[src/rtl/mgpio_pkg.sv]
package mgpio_pkg;
  localparam int unsigned BUS_W  = 32;
  localparam int unsigned ADDR_W = 12;

  localparam logic [ADDR_W-1:0] OFF_DIR   = 12'h400;
  localparam logic [ADDR_W-1:0] OFF_SENSE = 12'h404;
  localparam logic [ADDR_W-1:0] OFF_BOTH  = 12'h408;
  localparam logic [ADDR_W-1:0] OFF_EVT   = 12'h40C;
  localparam logic [ADDR_W-1:0] OFF_IE    = 12'h410;
  localparam logic [ADDR_W-1:0] OFF_RIS   = 12'h414;
  localparam logic [ADDR_W-1:0] OFF_MIS   = 12'h418;
  localparam logic [ADDR_W-1:0] OFF_CLR   = 12'h41C;
endpackage

[src/rtl/mgpio_sync.sv]
module mgpio_sync #(
  parameter int unsigned W = 8
) (
  input  logic         clk_i,
  input  logic         rst_ni,
  input  logic [W-1:0] d_i,
  output logic [W-1:0] q_o
);
  logic [W-1:0] s1_q, s2_q;

  always_ff @(posedge clk_i or negedge rst_ni) begin
    if (!rst_ni) begin
      s1_q <= '0;
      s2_q <= '0;
    end else begin
      s1_q <= d_i;
      s2_q <= s1_q;
    end
  end

  assign q_o = s2_q;
endmodule

[src/rtl/mgpio_irq.sv]
module mgpio_irq #(
  parameter int unsigned PINS = 8
) (
  input  logic            clk_i,
  input  logic            rst_ni,
  input  logic [PINS-1:0] lvl_i,
  input  logic [PINS-1:0] sense_i,
  input  logic [PINS-1:0] both_i,
  input  logic [PINS-1:0] evt_i,
  input  logic [PINS-1:0] clr_i,
  output logic [PINS-1:0] raw_o
);
  for (genvar g = 0; g < PINS; g++) begin : g_pin
    logic prev_q, latch_q, rise, fall, edge_hit, lvl_hit;

    assign rise     = lvl_i[g] & ~prev_q;
    assign fall     = ~lvl_i[g] & prev_q;
    assign edge_hit = ~sense_i[g] &
                      (both_i[g] ? (rise | fall) : (evt_i[g] ? rise : fall));
    assign lvl_hit  = evt_i[g] ? lvl_i[g] : ~lvl_i[g];

    always_ff @(posedge clk_i or negedge rst_ni) begin
      if (!rst_ni) begin
        prev_q  <= 1'b0;
        latch_q <= 1'b0;
      end else begin
        prev_q <= lvl_i[g];
        // a new edge wins over a same-cycle clear
        if (edge_hit)      latch_q <= 1'b1;
        else if (clr_i[g]) latch_q <= 1'b0;
      end
    end

    assign raw_o[g] = sense_i[g] ? lvl_hit : latch_q;

    assert_edge_latch_R8: assert property (@(posedge clk_i) disable iff (!rst_ni)
      edge_hit |=> latch_q);
    assert_w1c_R11: assert property (@(posedge clk_i) disable iff (!rst_ni)
      (latch_q && clr_i[g] && !edge_hit) |=> !latch_q);
    assert_latch_keep_R11: assert property (@(posedge clk_i) disable iff (!rst_ni)
      (latch_q && !clr_i[g]) |=> latch_q);
  end
endmodule

[src/rtl/mgpio_regs.sv]
module mgpio_regs
  import mgpio_pkg::*;
#(
  parameter int unsigned PINS = 8
) (
  input  logic              clk_i,
  input  logic              rst_ni,
  input  logic              psel_i,
  input  logic              penable_i,
  input  logic              pwrite_i,
  input  logic [ADDR_W-1:0] paddr_i,
  input  logic [BUS_W-1:0]  pwdata_i,
  output logic [BUS_W-1:0]  prdata_o,
  input  logic [PINS-1:0]   din_i,
  input  logic [PINS-1:0]   raw_i,
  output logic [PINS-1:0]   dir_o,
  output logic [PINS-1:0]   data_o,
  output logic [PINS-1:0]   sense_o,
  output logic [PINS-1:0]   both_o,
  output logic [PINS-1:0]   evt_o,
  output logic [PINS-1:0]   mis_o,
  output logic [PINS-1:0]   clr_o
);
  localparam int unsigned WIN_LSB = PINS + 2;

  logic              wr_en, data_win;
  logic [ADDR_W-1:0] addr_w;
  logic [PINS-1:0]   mask, wdat, rd;
  logic [PINS-1:0]   dir_q, data_q, sense_q, both_q, evt_q, ie_q;

  assign wr_en    = psel_i & penable_i & pwrite_i;
  assign data_win = (paddr_i[ADDR_W-1:WIN_LSB] == '0);
  assign addr_w   = {paddr_i[ADDR_W-1:2], 2'b00};
  assign mask     = paddr_i[WIN_LSB-1:2];
  assign wdat     = pwdata_i[PINS-1:0];

  always_ff @(posedge clk_i or negedge rst_ni) begin
    if (!rst_ni) begin
      dir_q   <= '0;
      data_q  <= '0;
      sense_q <= '0;
      both_q  <= '0;
      evt_q   <= '0;
      ie_q    <= '0;
    end else if (wr_en) begin
      if (data_win) begin
        // only masked bits of output pins take the new value
        data_q <= (data_q & ~(mask & dir_q)) | (wdat & mask & dir_q);
      end else begin
        unique case (addr_w)
          OFF_DIR:   dir_q   <= wdat;
          OFF_SENSE: sense_q <= wdat;
          OFF_BOTH:  both_q  <= wdat;
          OFF_EVT:   evt_q   <= wdat;
          OFF_IE:    ie_q    <= wdat;
          default:   ;
        endcase
      end
    end
  end

  assign clr_o = (wr_en && !data_win && addr_w == OFF_CLR) ? wdat : '0;
  assign mis_o = raw_i & ie_q;

  always_comb begin
    rd = '0;
    if (data_win) begin
      rd = ((dir_q & data_q) | (~dir_q & din_i)) & mask;
    end else begin
      unique case (addr_w)
        OFF_DIR:   rd = dir_q;
        OFF_SENSE: rd = sense_q;
        OFF_BOTH:  rd = both_q;
        OFF_EVT:   rd = evt_q;
        OFF_IE:    rd = ie_q;
        OFF_RIS:   rd = raw_i;
        OFF_MIS:   rd = mis_o;
        default:   rd = '0;
      endcase
    end
  end

  assign prdata_o = {{(BUS_W-PINS){1'b0}}, rd};
  assign dir_o    = dir_q;
  assign data_o   = data_q;
  assign sense_o  = sense_q;
  assign both_o   = both_q;
  assign evt_o    = evt_q;

  for (genvar g = 0; g < PINS; g++) begin : g_chk
    assert_input_hold_R5: assert property (@(posedge clk_i) disable iff (!rst_ni)
      (wr_en && data_win && !dir_q[g]) |=> $stable(data_q[g]));
    assert_mask_keep_R3: assert property (@(posedge clk_i) disable iff (!rst_ni)
      (wr_en && data_win && !mask[g]) |=> $stable(data_q[g]));
  end
endmodule

[src/rtl/mgpio_top.sv]
module mgpio_top
  import mgpio_pkg::*;
#(
  parameter int unsigned PINS = 8
) (
  input  logic              clk_i,
  input  logic              rst_ni,
  input  logic              psel_i,
  input  logic              penable_i,
  input  logic              pwrite_i,
  input  logic [ADDR_W-1:0] paddr_i,
  input  logic [BUS_W-1:0]  pwdata_i,
  output logic [BUS_W-1:0]  prdata_o,
  input  logic [PINS-1:0]   pin_i,
  output logic [PINS-1:0]   pin_o,
  output logic [PINS-1:0]   pin_oe_o,
  output logic              irq_o
);
  logic [PINS-1:0] lvl, raw, dir, data, sense, both, evt, mis, clr;

  mgpio_sync #(.W(PINS)) u_sync (
    .clk_i (clk_i),
    .rst_ni(rst_ni),
    .d_i   (pin_i),
    .q_o   (lvl)
  );

  mgpio_regs #(.PINS(PINS)) u_regs (
    .clk_i    (clk_i),
    .rst_ni   (rst_ni),
    .psel_i   (psel_i),
    .penable_i(penable_i),
    .pwrite_i (pwrite_i),
    .paddr_i  (paddr_i),
    .pwdata_i (pwdata_i),
    .prdata_o (prdata_o),
    .din_i    (lvl),
    .raw_i    (raw),
    .dir_o    (dir),
    .data_o   (data),
    .sense_o  (sense),
    .both_o   (both),
    .evt_o    (evt),
    .mis_o    (mis),
    .clr_o    (clr)
  );

  mgpio_irq #(.PINS(PINS)) u_irq (
    .clk_i  (clk_i),
    .rst_ni (rst_ni),
    .lvl_i  (lvl),
    .sense_i(sense),
    .both_i (both),
    .evt_i  (evt),
    .clr_i  (clr),
    .raw_o  (raw)
  );

  assign pin_o    = data;
  assign pin_oe_o = dir;
  assign irq_o    = |mis;

  assert_irq_source_R12: assert property (@(posedge clk_i) disable iff (!rst_ni)
    irq_o |-> (raw != '0));
  assert_irq_quiet_R12: assert property (@(posedge clk_i) disable iff (!rst_ni)
    (raw == '0) |-> !irq_o);
endmodule

[config.mk]
export PLATFORM = sky130hd
export DESIGN_NAME = mgpio_top
export DESIGN_NICKNAME = d
export VERILOG_FILES = /design/src/rtl/mgpio_pkg.sv /design/src/rtl/mgpio_sync.sv /design/src/rtl/mgpio_irq.sv /design/src/rtl/mgpio_regs.sv /design/src/rtl/mgpio_top.sv
export SDC_FILE = /design/constraint.sdc
export NUM_CORES = 1
export LEC_CHECK = 0
export ABC_AREA = 1
export CORE_MARGIN = 3
export CORE_UTILIZATION = 50
export CTS_BUF_LIST = sky130_fd_sc_hd__clkbuf_2
export CTS_CLUSTER_SIZE = 20
export DETAILED_ROUTE_END_ITERATION = 8
export PLACE_DENSITY = 0.8
export SYNTH_ARGS = -nofsm -noshare
export SYNTH_HDL_FRONTEND = slang
export SYNTH_SLANG_ARGS = --single-unit
[constraint.sdc]
create_clock -name clk_i -period 2.7 [get_ports clk_i]
set_input_delay 0.27 -clock clk_i [delete_from_list [all_inputs] [get_ports clk_i]]
set_output_delay 0.27 -clock clk_i [all_outputs]
set_load 0.02 [all_outputs]
### Word level (Yosys, flattened, before mapping)

Cells that the tools add are included.

* flip-flop bits (word level): 80
* input port bits: 57
* output and inout port bits: 49
* word-level logic and storage cells: 173

* equality and inequality tests: 8
* muxes and demuxes: 51
* bitwise gates (word level): 71
* reduce and logical (&&, ||, !) cells: 19

Operators by type and width (number)
* 10-bit by 9-bit equality test with 1-bit output, second input constant: 8
* 8-bit bitwise AND: 8
* 8-bit one-hot mux with 7 select lines: 1
* 1-bit 2-to-1 mux: 48
* 1-bit bitwise AND: 26
* 1-bit NOT: 25
* 8-bit 2-to-1 mux: 2
* 8-bit NOT: 2
* 8-bit bitwise OR: 2
* 2-bit nonzero test: 8
* 3-bit AND reduction: 5
* 1-bit bitwise OR: 8
* 8-bit OR reduction: 1
* 1-bit logical AND: 2
* 2-bit zero test: 1
* 2-bit AND reduction: 1
* 1-bit zero test: 1

### Depth between registers and ports, before layout

Gate-level depths: netlist of the first run.

* word-level depth: 7
* gate-level depth with buffers: 9
* mapped depth without buffers: 8

### Modules after synthesis

A second synthesis of the first run with hierarchy kept.

* cells, all modules: 592
* area total of the unflattened synthesis: 4688.2 um2

Modules (own cells, without submodules)
* mgpio_regs: times used 1, cells each 393, area an instance 3060.4 um2, seq. area each 1201.2 um2
* mgpio_irq: times used 1, cells each 168, area an instance 1171.1 um2, seq. area each 400.4 um2
* mgpio_sync: times used 1, cells each 16, area an instance 400.4 um2, seq. area each 400.4 um2
* mgpio_top: times used 1, cells each 15, area an instance 56.3 um2, seq. area each 0.0 um2

### Least setup slack after synthesis of the first run

OpenSTA, ideal clock, no wires.

* kind: in2out
* from: input paddr_i[7]
* to: output prdata_o[1]
* data arrival time: 1.290 ns
* required time: 2.430 ns
* slack: 1.140 ns
* stages: 7
* cells stage by stage: nor2_2 > nand2_2 > nor2_1 > nand2_2 > nor2_1 > nor2_1 > nand3_1

* word-level cells in the longest chain between the ends: 3
* elaborated cells between the ends (all ways): 9

Ends and longest elaborated chain
* start: declaration: RTL line mgpio_top.sv:11 `input logic [ADDR_W-1:0] paddr_i,`
* 10-bit by 9-bit equality test with 1-bit output: RTL line mgpio_regs.sv:70 `unique case (addr_w)`
* 8-bit one-hot mux with 7 select lines (*): RTL line mgpio_regs.sv:70
* 8-bit 2-to-1 mux (*): RTL line mgpio_regs.sv:67 `if (data_win) begin`
* end: declaration: RTL line mgpio_top.sv:13 `output logic [BUS_W-1:0] prdata_o,`

Mark *: on every way between the ends. The rest lies on a longest branch, timed or not.

### Final worst setup path of the first run

* from: register u_regs.evt_q[2] (netlist: u_regs.evt_o[2])
* to: output irq_o

* word-level cells in the longest chain between the ends: 4

Ends and longest elaborated chain
* start: declaration: RTL line mgpio_regs.sv:29 `logic [PINS-1:0] dir_q, data_q, sense_q, both_q, evt_q, ie_q;`
* start signal: assignment: RTL line mgpio_regs.sv:54 `OFF_EVT: evt_q <= wdat;`
* 1-bit 2-to-1 mux: RTL line mgpio_irq.sv:20 `assign lvl_hit = evt_i[g] ? lvl_i[g] : ~lvl_i[g];`
* 1-bit 2-to-1 mux: RTL line mgpio_irq.sv:34 `assign raw_o[g] = sense_i[g] ? lvl_hit : latch_q;`
* 8-bit bitwise AND: RTL line mgpio_regs.sv:63 `assign mis_o = raw_i & ie_q;`
* 8-bit OR reduction: RTL line mgpio_top.sv:61 `assign irq_o = |mis;`
* end: declaration: RTL line mgpio_top.sv:17 `output logic irq_o`

No other way between the ends.

==> results.ini, run 1 <==
[power]
p_int_mw = 1.552
total_leakage_power_nw = 2.954
swShare_pct = 28.75
power.switching_mw = 0.6263
power_density_nw_per_um2 = 397.7
p_seq_share_pct = 57.6
power_frac_comb_pct = 13.4
vdd_drop_max_mv = 0.2281
power_frac_clock_pct = 29.0

[die]
num_rows = 34
boundaryPins = 106
die_w_um = 102.3
start_util_pct = 52.36
dieArea_um2 = 10460
die_y_um = 102.3
core_area_um2 = 8848

[global_routing]
grt_pass1_vias = 3907
globalRouteOverflowTotal = 0
grt_usage_pct = 23.39
antenna_found_initial = 0
grt_pass1_wl_um = 18880
grt_max_degree = 81

[clock_network]
cts-root-buf = clkbuf_2
cts_tree = yes
cts_buffer_depth = 2
path_clk_slew_ns = 0.23
cts_made_buffers = 9
clock_latency_ns = 0.51
clkSinkCount = 80
cts_max_level = 3

[route]
wl_per_cell_um = 15.07
route.detailed.drc = 0
vias = 4168
drtIter0Drc = 257
ant_nets = 0
via_per_inst = 5.427
dr.pass1.iters = 5
routed_wl_um = 11580

[setup_path]
path_max_fanout = 4
critical_path_class = reg -> out
crit_arrival_ns = 2.23
cp-start-kind = flip-flop
required_ns = 2.43
end_kind = output port

[flow_run]
maxCapViolations = 0

[sta]
rsz0062_at_grt = no
period_needed_ns = 2.503
max_freq_ghz = 0.3994
min_period_over_period_pct = 92.72
worst_pin_slew_ns = 0.9944
setup_viol = 0
hold_viol_final = 0
slew_viol_final = 0
fin_skew_ns = 0.01716
tns_ns = 0
max_slew_margin_pct = 33.70

[logic_synthesis]
synth_edf_count = 0
async_flop_share_pct = 100.0
syn_area_um2 = 4633
ys.flop_type = dfrtp_1
seq_area_frac_synth_pct = 43.21
ys_types = 28
ys_warn_count = 0
synth_cells = 578
syn_area_per_cell_um2 = 8.016
synth-seq-cells = 80

[finish]
final_cell_mix = 163 x nand2_1, 80 x dfrtp_1, 62 x nand3_1, 55 x inv_1, 50 x nor2_1
layout_commonest_cell = nand2_1
ff_latch_area_um2 = 2002
fin_nets = 728
multi_input_area_um2 = 2253
finalInstanceArea_um2 = 5477
final_cell_count_no_fill = 768
syn2layout_area_growth_pct = 18.20
nFillCells = 776
drive_gt1_share_pct = 11.36
num_antenna_cells = 0

[status]
status = complete, no violations

[placement]
place.port_buffers = 55
place.gp.congestion = 0.9068
dp.cells = 751
hpwl_um = 8357
place_area_um2 = 5331

[hold_path]
hold_class = in -> reg

==> area by class of cell <==
class / count / area share [%]
flip-flops and latches: 80 / 36.55
well taps: 108 / 2.467
clock buffers: 10 / 0.9139
repair buffers: 77 / 13.89
multi-input cells: 430 / 41.15
inverters: 57 / 3.930
clock inverters: 6 / 1.097
==> flip-flops by register name, summed over array words and instances (netlist names) <==
register             flops
u_irq.g_pin.latch_q      8
u_irq.g_pin.prev_q       8
u_regs.both_o            8
u_regs.data_o            8
u_regs.dir_o             8
u_regs.evt_o             8
u_regs.ie_q              8
u_regs.sense_o           8
u_sync.q_o               8
u_sync.s1_q              8
==> per-layer routing <==
layer	GRT usage [%]	routed length, um	part of all wire, %
met5	0	0	0
met4	9.485	291	2.5
met3	4.846	857	7.4
met2	37.03	5519	48
met1	31.47	4908	42
==> cell usage after synthesis, types with 2 or more instances <==
cell	number	share of area [%]
o21ai_1	10	1.1
o21ai_2	10	1.9
nand3_4	2	0.76
nor2_2	4	0.54
nand2_1	163	13
buf_2	5	0.54
ha_1	16	4.3
inv_1	55	4.5
o2111ai_1	8	1.5
buf_6	3	0.73
nand3_2	2	0.43
nand2_2	5	0.68
buf_4	26	4.2
nand2_4	4	0.97
nor2_4	2	0.49
nor2_1	50	4.1
nand3b_1	2	0.32
nand3_1	62	6.7
nor2_8	6	2.6
o21a_1	5	0.81
dfrtp_1	80	43
o21ai_0	23	2.5
a21oi_1	30	3.2
==> cell families (layout without fill, tap and decap cells) <==
logic type / count (synthesis) / in the layout / share of synthesized area, %
flops: 80 / 80 / 43.21
buf+inv: 91 / 150 / 10.13
fa+ha+maj: 16 / 16 / 4.321
other cells: 1 / 24 / 0.08094
compound gates: 87 / 87 / 11.18
simple gates: 303 / 303 / 31.08
==> worst max-delay path: stages (launching register included) <==
cell	delay (ns)
dfrtp_1	0.47
inv_1	0.12
nand2_1	0.06
nand2_1	0.09
nand2_1	0.05
nand3_1	0.10
nand2_1	0.09
nor2_1	0.11
nand2_1	0.07
clkdlybuf4s50_1	0.54
==> repair_timing <==
item	4_1_cts	5_1_grt
gates resized for setup	0	9
hold buffers	1	0
buffers inserted	0	0
setup endpoints to repair	0	8
hold endpoints to repair	80	0
==> path summary, 6_finish.rpt <==
kind	cells after the start	end	start	slack (ns)
min reg2reg	0	u_sync.q_o[1]	u_sync.s1_q[1]	0.37
max in group asynchronous	2	u_irq.g_pin[5].latch_q	rst_ni	1.63
min	1	u_sync.s1_q[2]	pin_i[2]	0.15
max reg2reg	5	u_irq.g_pin[6].latch_q	u_sync.q_o[6]	1.43
min in group asynchronous	2	u_regs.data_o[3]	rst_ni	0.41
max	9	irq_o	u_regs.evt_o[2]	0.20
==> per-stage QoR <==
stage | utilization, % | worst slack, ns | hold slack, ns | power, mW
after floorplan | - | 1.140 | -0.02559 | 1.433
after global placement | 60.25 | 0.06394 | 0.3324 | 1.556
after detailed placement | 60.25 | 0.03633 | 0.3347 | 1.566
after CTS | 61.61 | 0.03162 | 0.1209 | 2.191
after global routing | 61.89 | 0.01195 | 0.06234 | 2.290
final | 61.89 | 0.1965 | 0.1527 | 2.178
==> power groups by stage <==
stage | clock network, mW | registers (mW) | logic [mW]
after floorplan | 0 | 1.28 | 0.152
after CTS | 0.644 | 1.26 | 0.293
after global placement | 0 | 1.27 | 0.282
final | 0.632 | 1.25 | 0.292
after global routing | 0.707 | 1.26 | 0.322
after detailed placement | 0 | 1.28 | 0.290
Note: power is estimated with default switching activity, not from simulation.
==> run 2: changes to the inputs <==
--- a/config.mk
+++ b/config.mk
@@ -7,11 +7,11 @@
 export LEC_CHECK = 0
 export ABC_AREA = 1
 export CORE_MARGIN = 3
-export CORE_UTILIZATION = 50
+export CORE_UTILIZATION = 40
 export CTS_BUF_LIST = sky130_fd_sc_hd__clkbuf_2
 export CTS_CLUSTER_SIZE = 20
 export DETAILED_ROUTE_END_ITERATION = 8
-export PLACE_DENSITY = 0.8
+export PLACE_DENSITY = 0.66
 export SYNTH_ARGS = -nofsm -noshare
 export SYNTH_HDL_FRONTEND = slang
 export SYNTH_SLANG_ARGS = --single-unit
==> run 2 against run 1 <==
  * Core utilization is 12 points lower
  * Sequential power hardly changed
  * Critical path depth is 2 higher
  * Die area is 23% higher
  * Worst hold slack worse by 0.021 ns
  * Critical path type is now in -> out
==> results.ini, run 2 (synthesis results as in run 1) <==
[finish]
finalInstanceArea_um2 = 5545  ; +1.3%
nFillCells = 1079  ; +39%
ff_latch_area_um2 = 2002  ; unchanged
layout_commonest_cell = nand2_1
syn2layout_area_growth_pct = 19.69
num_antenna_cells = 0  ; unchanged
multi_input_area_um2 = 2248  ; -0.22%
final_cell_mix = 163 x nand2_1, 80 x dfrtp_1, 62 x nand3_1, 55 x inv_1, 50 x nor2_1
fin_nets = 728  ; unchanged
final_cell_count_no_fill = 800  ; +4.2%
drive_gt1_share_pct = 11.36  ; unchanged

[sta]
min_period_over_period_pct = 89.69  ; -3.0 points
setup_viol = 0  ; unchanged
slew_viol_final = 0  ; unchanged
holdWs_ns = 0.1319  ; -0.02081 ns
hold_viol_final = 0  ; unchanged
max_freq_ghz = 0.4129  ; +3.4%
max_slew_margin_pct = 31.42  ; -2.3 points
period_needed_ns = 2.422  ; -0.08181 ns
rsz0062_at_grt = no
worst_pin_slew_ns = 1.029  ; +0.03430 ns
setup_slack_ns = 0.2784  ; +0.08181 ns
fin_skew_ns = 0.01717  ; +0.00001560 ns

[global_routing]
antenna_found_initial = 0  ; unchanged
grt_usage_pct = 19.55  ; -3.8 points
globalRouteOverflowTotal = 0  ; unchanged
grt_pass1_wl_um = 19720  ; +4.5%
grt_max_degree = 81  ; unchanged
grt_pass1_vias = 3932  ; +0.64%

[setup_path]
path_max_fanout = 4  ; unchanged
path_cells = clkdlybuf4s50_1 > inv_1 > nor2_1 > nand3_1 > nor2_2 > buf_4 > nand2_1 > nand2_1 > nor2_1 > nand3_1 > dlygate4sd2_1
critical_path_class = in -> out
critical_path.max_stage_delay_ns = 0.50  ; -0.04 ns
cp-start-kind = input pin
required_ns = 2.43  ; about the same
crit_arrival_ns = 2.15  ; -0.08 ns
end_kind = output port
cpMaxStageDelayCell = clkdlybuf4s50_1

[placement]
place.port_buffers = 55  ; unchanged
dp.cells = 783  ; +4.3%
place.gp.congestion = 0.8664  ; -4.5%
dp_slack_ns = -0.004816  ; -0.04114 ns
place_area_um2 = 5359  ; +0.52%
hpwl_um = 8659  ; +3.6%

[route]
route.detailed.drc = 0  ; unchanged
dr.pass1.iters = 5  ; unchanged
drtIter0Drc = 240  ; -6.6%
wl_met3_um = 715  ; -17%
routed_wl_um = 12060  ; +4.2%
wl_met1_um = 5243  ; +6.8%
vias = 4045  ; -3.0%
wl_met2_um = 5781  ; +4.7%
via_per_inst = 5.056  ; -6.8%
highest_layer = met4
ant_nets = 0  ; unchanged
wl_per_cell_um = 15.08  ; about the same

[status]
status = complete, no violations

[hold_path]
hold_class = in -> reg

[clock_network]
clkSinkCount = 80  ; unchanged
cts_made_buffers = 9  ; unchanged
post_cts_buffers = 0  ; unchanged
clock_latency_ns = 0.53  ; +0.02 ns
cts_buffer_depth = 2  ; unchanged
cts-root-buf = clkbuf_2
cts_max_level = 3  ; unchanged
path_clk_slew_ns = 0.22  ; about the same
cts_tree = yes

[die]
die_y_um = 113.6  ; +11%
dieArea_um2 = 12910  ; +23%
boundaryPins = 106  ; unchanged
num_rows = 38  ; +12%
start_util_pct = 41.82  ; -11 points
core_area_um2 = 11080  ; +25%
die_w_um = 113.6  ; +11%

[power]
finalPower_mw = 2.362  ; +8.4%
vdd_drop_max_mv = 0.2432  ; +6.6%
power_density_nw_per_um2 = 426.0  ; +7.1%
total_leakage_power_nw = 2.980  ; +0.86%

[flow_run]
maxCapViolations = 0  ; unchanged

[run 2: changes by cell type in the layout (fill, tap and decap cells not counted), sizes merged]
cell	delta
clkinvlp	-1
dlygate4sd2	+1
clkinv	-1
bufinv	+2
clkdlybuf4s50	-1
[run 2: repair_timing]
| item | 4_1_cts | 5_1_grt |
|---|---|---|
| pin swaps | 0 | 1 |
| hold endpoints to repair | 80 | 0 |
| hold buffers | 1 | 0 |
| resized for setup | 1 | 8 |
| endpoints found under the setup margin | 1 | 8 |
[run 2: metal layers]
layer	vias to the layer above	global-route usage (%)
met4	0	7.933
met1	1896	26.69
li1	1982	-
met5	-	0
met2	141	31.37
met3	26	2.759
[run 2: final timing paths]
check                                from                     end  slack, ns  depth (start not counted)
setup / recovery               paddr_i[4]             prdata_o[0]       0.28                         11
hold / removal                   pin_i[6]          u_sync.s1_q[6]       0.13                          1
setup reg to reg            u_sync.q_o[6]  u_irq.g_pin[6].latch_q       1.50                          5
hold reg to reg            u_sync.s1_q[7]           u_sync.q_o[7]       0.37                          0
max in group asynchronous          rst_ni       u_regs.sense_o[0]       1.62                          2
min in group asynchronous          rst_ni        u_regs.both_o[1]       0.41                          2
[run 2: cell type report]
cell class | instances | area share, %
clock buffer | 10 | 0.9025
clock inverter | 6 | 1.940
inverter | 57 | 3.881
multi-input combinational | 430 | 40.55
sequential | 80 | 36.10
tap | 140 | 3.159
timing repair buffer | 77 | 13.47
[run 2: per-stage QoR]
stage	util (%)	setup TNS, ns
final	50.06	0
after global routing	50.06	0
after CTS	49.88	0
after detailed placement	48.37	-0.004816
after global placement	48.37	0
after floorplan	-	0
[run 2: critical path, delay by kind of cell]
kind	cells	cell delay, ns
buffers and inverters	4	1.08
AND/OR/NAND/NOR	7	0.81
[run 2: report_power, final]
group | switching (mW) | internal [mW]
sequential | 0.0243 | 1.23
combinational | 0.180 | 0.107
clock | 0.421 | 0.400
total | 0.625 | 1.74
==> run 3: changes to the inputs <==
--- a/config.mk
+++ b/config.mk
@@ -11,6 +11,7 @@
 export CTS_BUF_LIST = sky130_fd_sc_hd__clkbuf_2
 export CTS_CLUSTER_SIZE = 20
 export DETAILED_ROUTE_END_ITERATION = 8
+export MAX_ROUTING_LAYER = met4
 export PLACE_DENSITY = 0.66
 export SYNTH_ARGS = -nofsm -noshare
 export SYNTH_HDL_FRONTEND = slang
==> run 3 against run 2 <==
  * Worst setup slack better by 0.11 ns
  * Via count increased by 0.57%
  * Critical path depth decreased by 2
  * Clock power about the same
  * Non-clock buffer count up 3
  * Global-route usage rose by 0.94 points
  * Clock skew rose by 0.0037 ns
  * Final cell count rose by 0.38%
  * Clock-buffer cell count decreased by 1
  * Register-to-register slack hardly changed
  * Die area unchanged
  * Combinational power increased by 2%
  * Critical path type unchanged
==> results.ini, run 3 (synthesis results as in run 1) <==
[die]
core_area_um2 = 11080  ; unchanged
die_y_um = 113.6  ; unchanged
num_rows = 38  ; unchanged
die_w_um = 113.6  ; unchanged
dieArea_um2 = 12910  ; unchanged
start_util_pct = 41.82  ; unchanged
boundaryPins = 106  ; unchanged

[setup_path]
crit_arrival_ns = 2.04  ; -0.11 ns
crit_family = buffers and inverters
regToRegStartpoint = u_sync.q_o[6]
cpMaxStageDelayCell = clkdlybuf4s50_1
path_max_fanout = 12  ; +8
required_ns = 2.43  ; about the same
path_cells = clkdlybuf4s50_1 > nor2_1 > nand2_2 > clkinv_2 > nand3_1 > nand2_1 > nor2_1 > nand3_1 > dlymetal6s2s_1
cp_num_buf_inv = 3  ; -1
worst_r2r_endpoint = u_irq.g_pin[6].latch_q
end_kind = output port
cp-start-kind = input pin
critical_path.max_stage_delay_ns = 0.64  ; +0.14 ns
critical_path_class = in -> out
reg2reg_depth = 5  ; unchanged
r2r_slack_ns = 1.50  ; about the same

[power]
vdd_drop_max_mv = 0.2325  ; -4.4%
total_leakage_power_nw = 3.017  ; +1.2%
power_density_nw_per_um2 = 424.7  ; -0.31%

[route]
routed_wl_um = 12240  ; +1.5%
vias = 4068  ; +0.57%
via_per_inst = 5.066  ; +0.19%
drtIter0Drc = 310  ; +29%
wl_per_cell_um = 15.24  ; +1.1%
dr.pass1.iters = 5  ; unchanged
route.detailed.drc = 0  ; unchanged
ant_nets = 0  ; unchanged

[sta]
max_freq_ghz = 0.4328  ; +4.8%
fin_skew_ns = 0.02087  ; +0.003700 ns
tns_ns = 0  ; unchanged
min_period_over_period_pct = 85.58  ; -4.1 points
slew_viol_final = 0  ; unchanged
holdWs_ns = 0.1030  ; -0.02892 ns
worst_pin_slew_ns = 0.5556  ; -0.4732 ns
rsz0062_at_grt = no
max_slew_margin_pct = 62.96  ; +32 points
setup_viol = 0  ; unchanged
hold_viol_final = 0  ; unchanged
period_needed_ns = 2.311  ; -0.1111 ns

[global_routing]
grt_max_degree = 44  ; -46%
grt_usage_pct = 20.49  ; +0.94 points
globalRouteOverflowTotal = 0  ; unchanged
grt_pass1_vias = 3834  ; -2.5%
antenna_found_initial = 0  ; unchanged
grt_pass1_wl_um = 19890  ; +0.84%

[placement]
place.gp.congestion = 0.9006  ; +3.9%
place_area_um2 = 5394  ; +0.65%
place.port_buffers = 55  ; unchanged
hpwl_um = 8793  ; +1.5%

[finish]
layout_commonest_cell = nand2_1
multi_input_area_um2 = 2248  ; unchanged
drive_gt1_share_pct = 11.92  ; +0.55 points
nFillCells = 1075  ; -0.37%
final_cell_mix = 163 x nand2_1, 80 x dfrtp_1, 62 x nand3_1, 55 x inv_1, 50 x nor2_1
finalInstanceArea_um2 = 5582  ; +0.65%
ff_latch_area_um2 = 2002  ; unchanged
num_antenna_cells = 0  ; unchanged
syn2layout_area_growth_pct = 20.47
fin_nets = 731  ; +0.41%

[hold_path]
hold_path_end = u_sync.s1_q[3]
hold_start = pin_i[3]
hold_class = in -> reg
hold_depth = 1  ; unchanged

[clock_network]
cts_tree = yes
cts-root-buf = clkbuf_2
cts_max_level = 3  ; unchanged
path_clk_slew_ns = 0.22  ; about the same
cts_made_buffers = 9  ; unchanged
cts_buffer_depth = 2  ; unchanged
clock_latency_ns = 0.56  ; +0.03 ns
clkSinkCount = 80  ; unchanged

[status]
status = complete, no violations

[flow_run]
maxCapViolations = 0  ; unchanged

[run 3: worst max-delay path by stage]
stage                          start          end  depth (start not counted)
after detailed placement  paddr_i[6]  prdata_o[1]                         11
after floorplan           paddr_i[7]  prdata_o[1]                          7
after global routing      paddr_i[3]  prdata_o[0]                          9
after CTS                 paddr_i[4]  prdata_o[0]                         11
after global placement    paddr_i[4]  prdata_o[0]                         11
final                     paddr_i[3]  prdata_o[0]                          9
[run 3: power by group]
group | internal, mW | total (mW) | switching (mW)
clock network | 0.393 | 0.824 | 0.432
registers | 1.23 | 1.25 | 0.0244
logic | 0.110 | 0.292 | 0.182
total | 1.73 | 2.37 | 0.638
[run 3: cell type report]
type,instances,share of cell area (%)
Tap cell,140,3.138
Timing Repair Buffer,80,14.08
Clock inverter,7,1.973
Inverter,57,3.856
Multi-Input combinational cell,430,40.28
Sequential cell,80,35.87
Clock buffer,9,0.8070
[run 3: repair_timing]
action / CTS / global route
resized for setup: 0 / 9
setup endpoints to repair: 0 / 9
hold endpoints to repair: 41 / 0
hold buffers: 1 / 0
setup buffers: 0 / 0
[run 3: stage by stage]
| stage | power, mW | setup slack (ns) | utilization, % | instances |
|---|---|---|---|---|
| 2_1_floorplan | 1.433 | 1.140 | - | 601 |
| 4_1_cts | 2.388 | 0.02606 | 50.18 | 803 |
| 6_report | 2.370 | 0.3895 | 50.38 | 803 |
| 3_3_place_gp | 1.564 | 0.04087 | 48.69 | 786 |
| 3_5_place_dp | 1.569 | 0.03351 | 48.69 | 786 |
| 5_1_grt | 2.483 | 0.2123 | 50.38 | 803 |
[run 3: per-layer routing]
metal	track usage (%)	up-vias	share of wire [%]
met5	-	-	0
met4	7.372	0	2.3
met3	3.342	23	6.9
met2	30.62	152	47
met1	28.28	1897	44
li1	-	1996	-
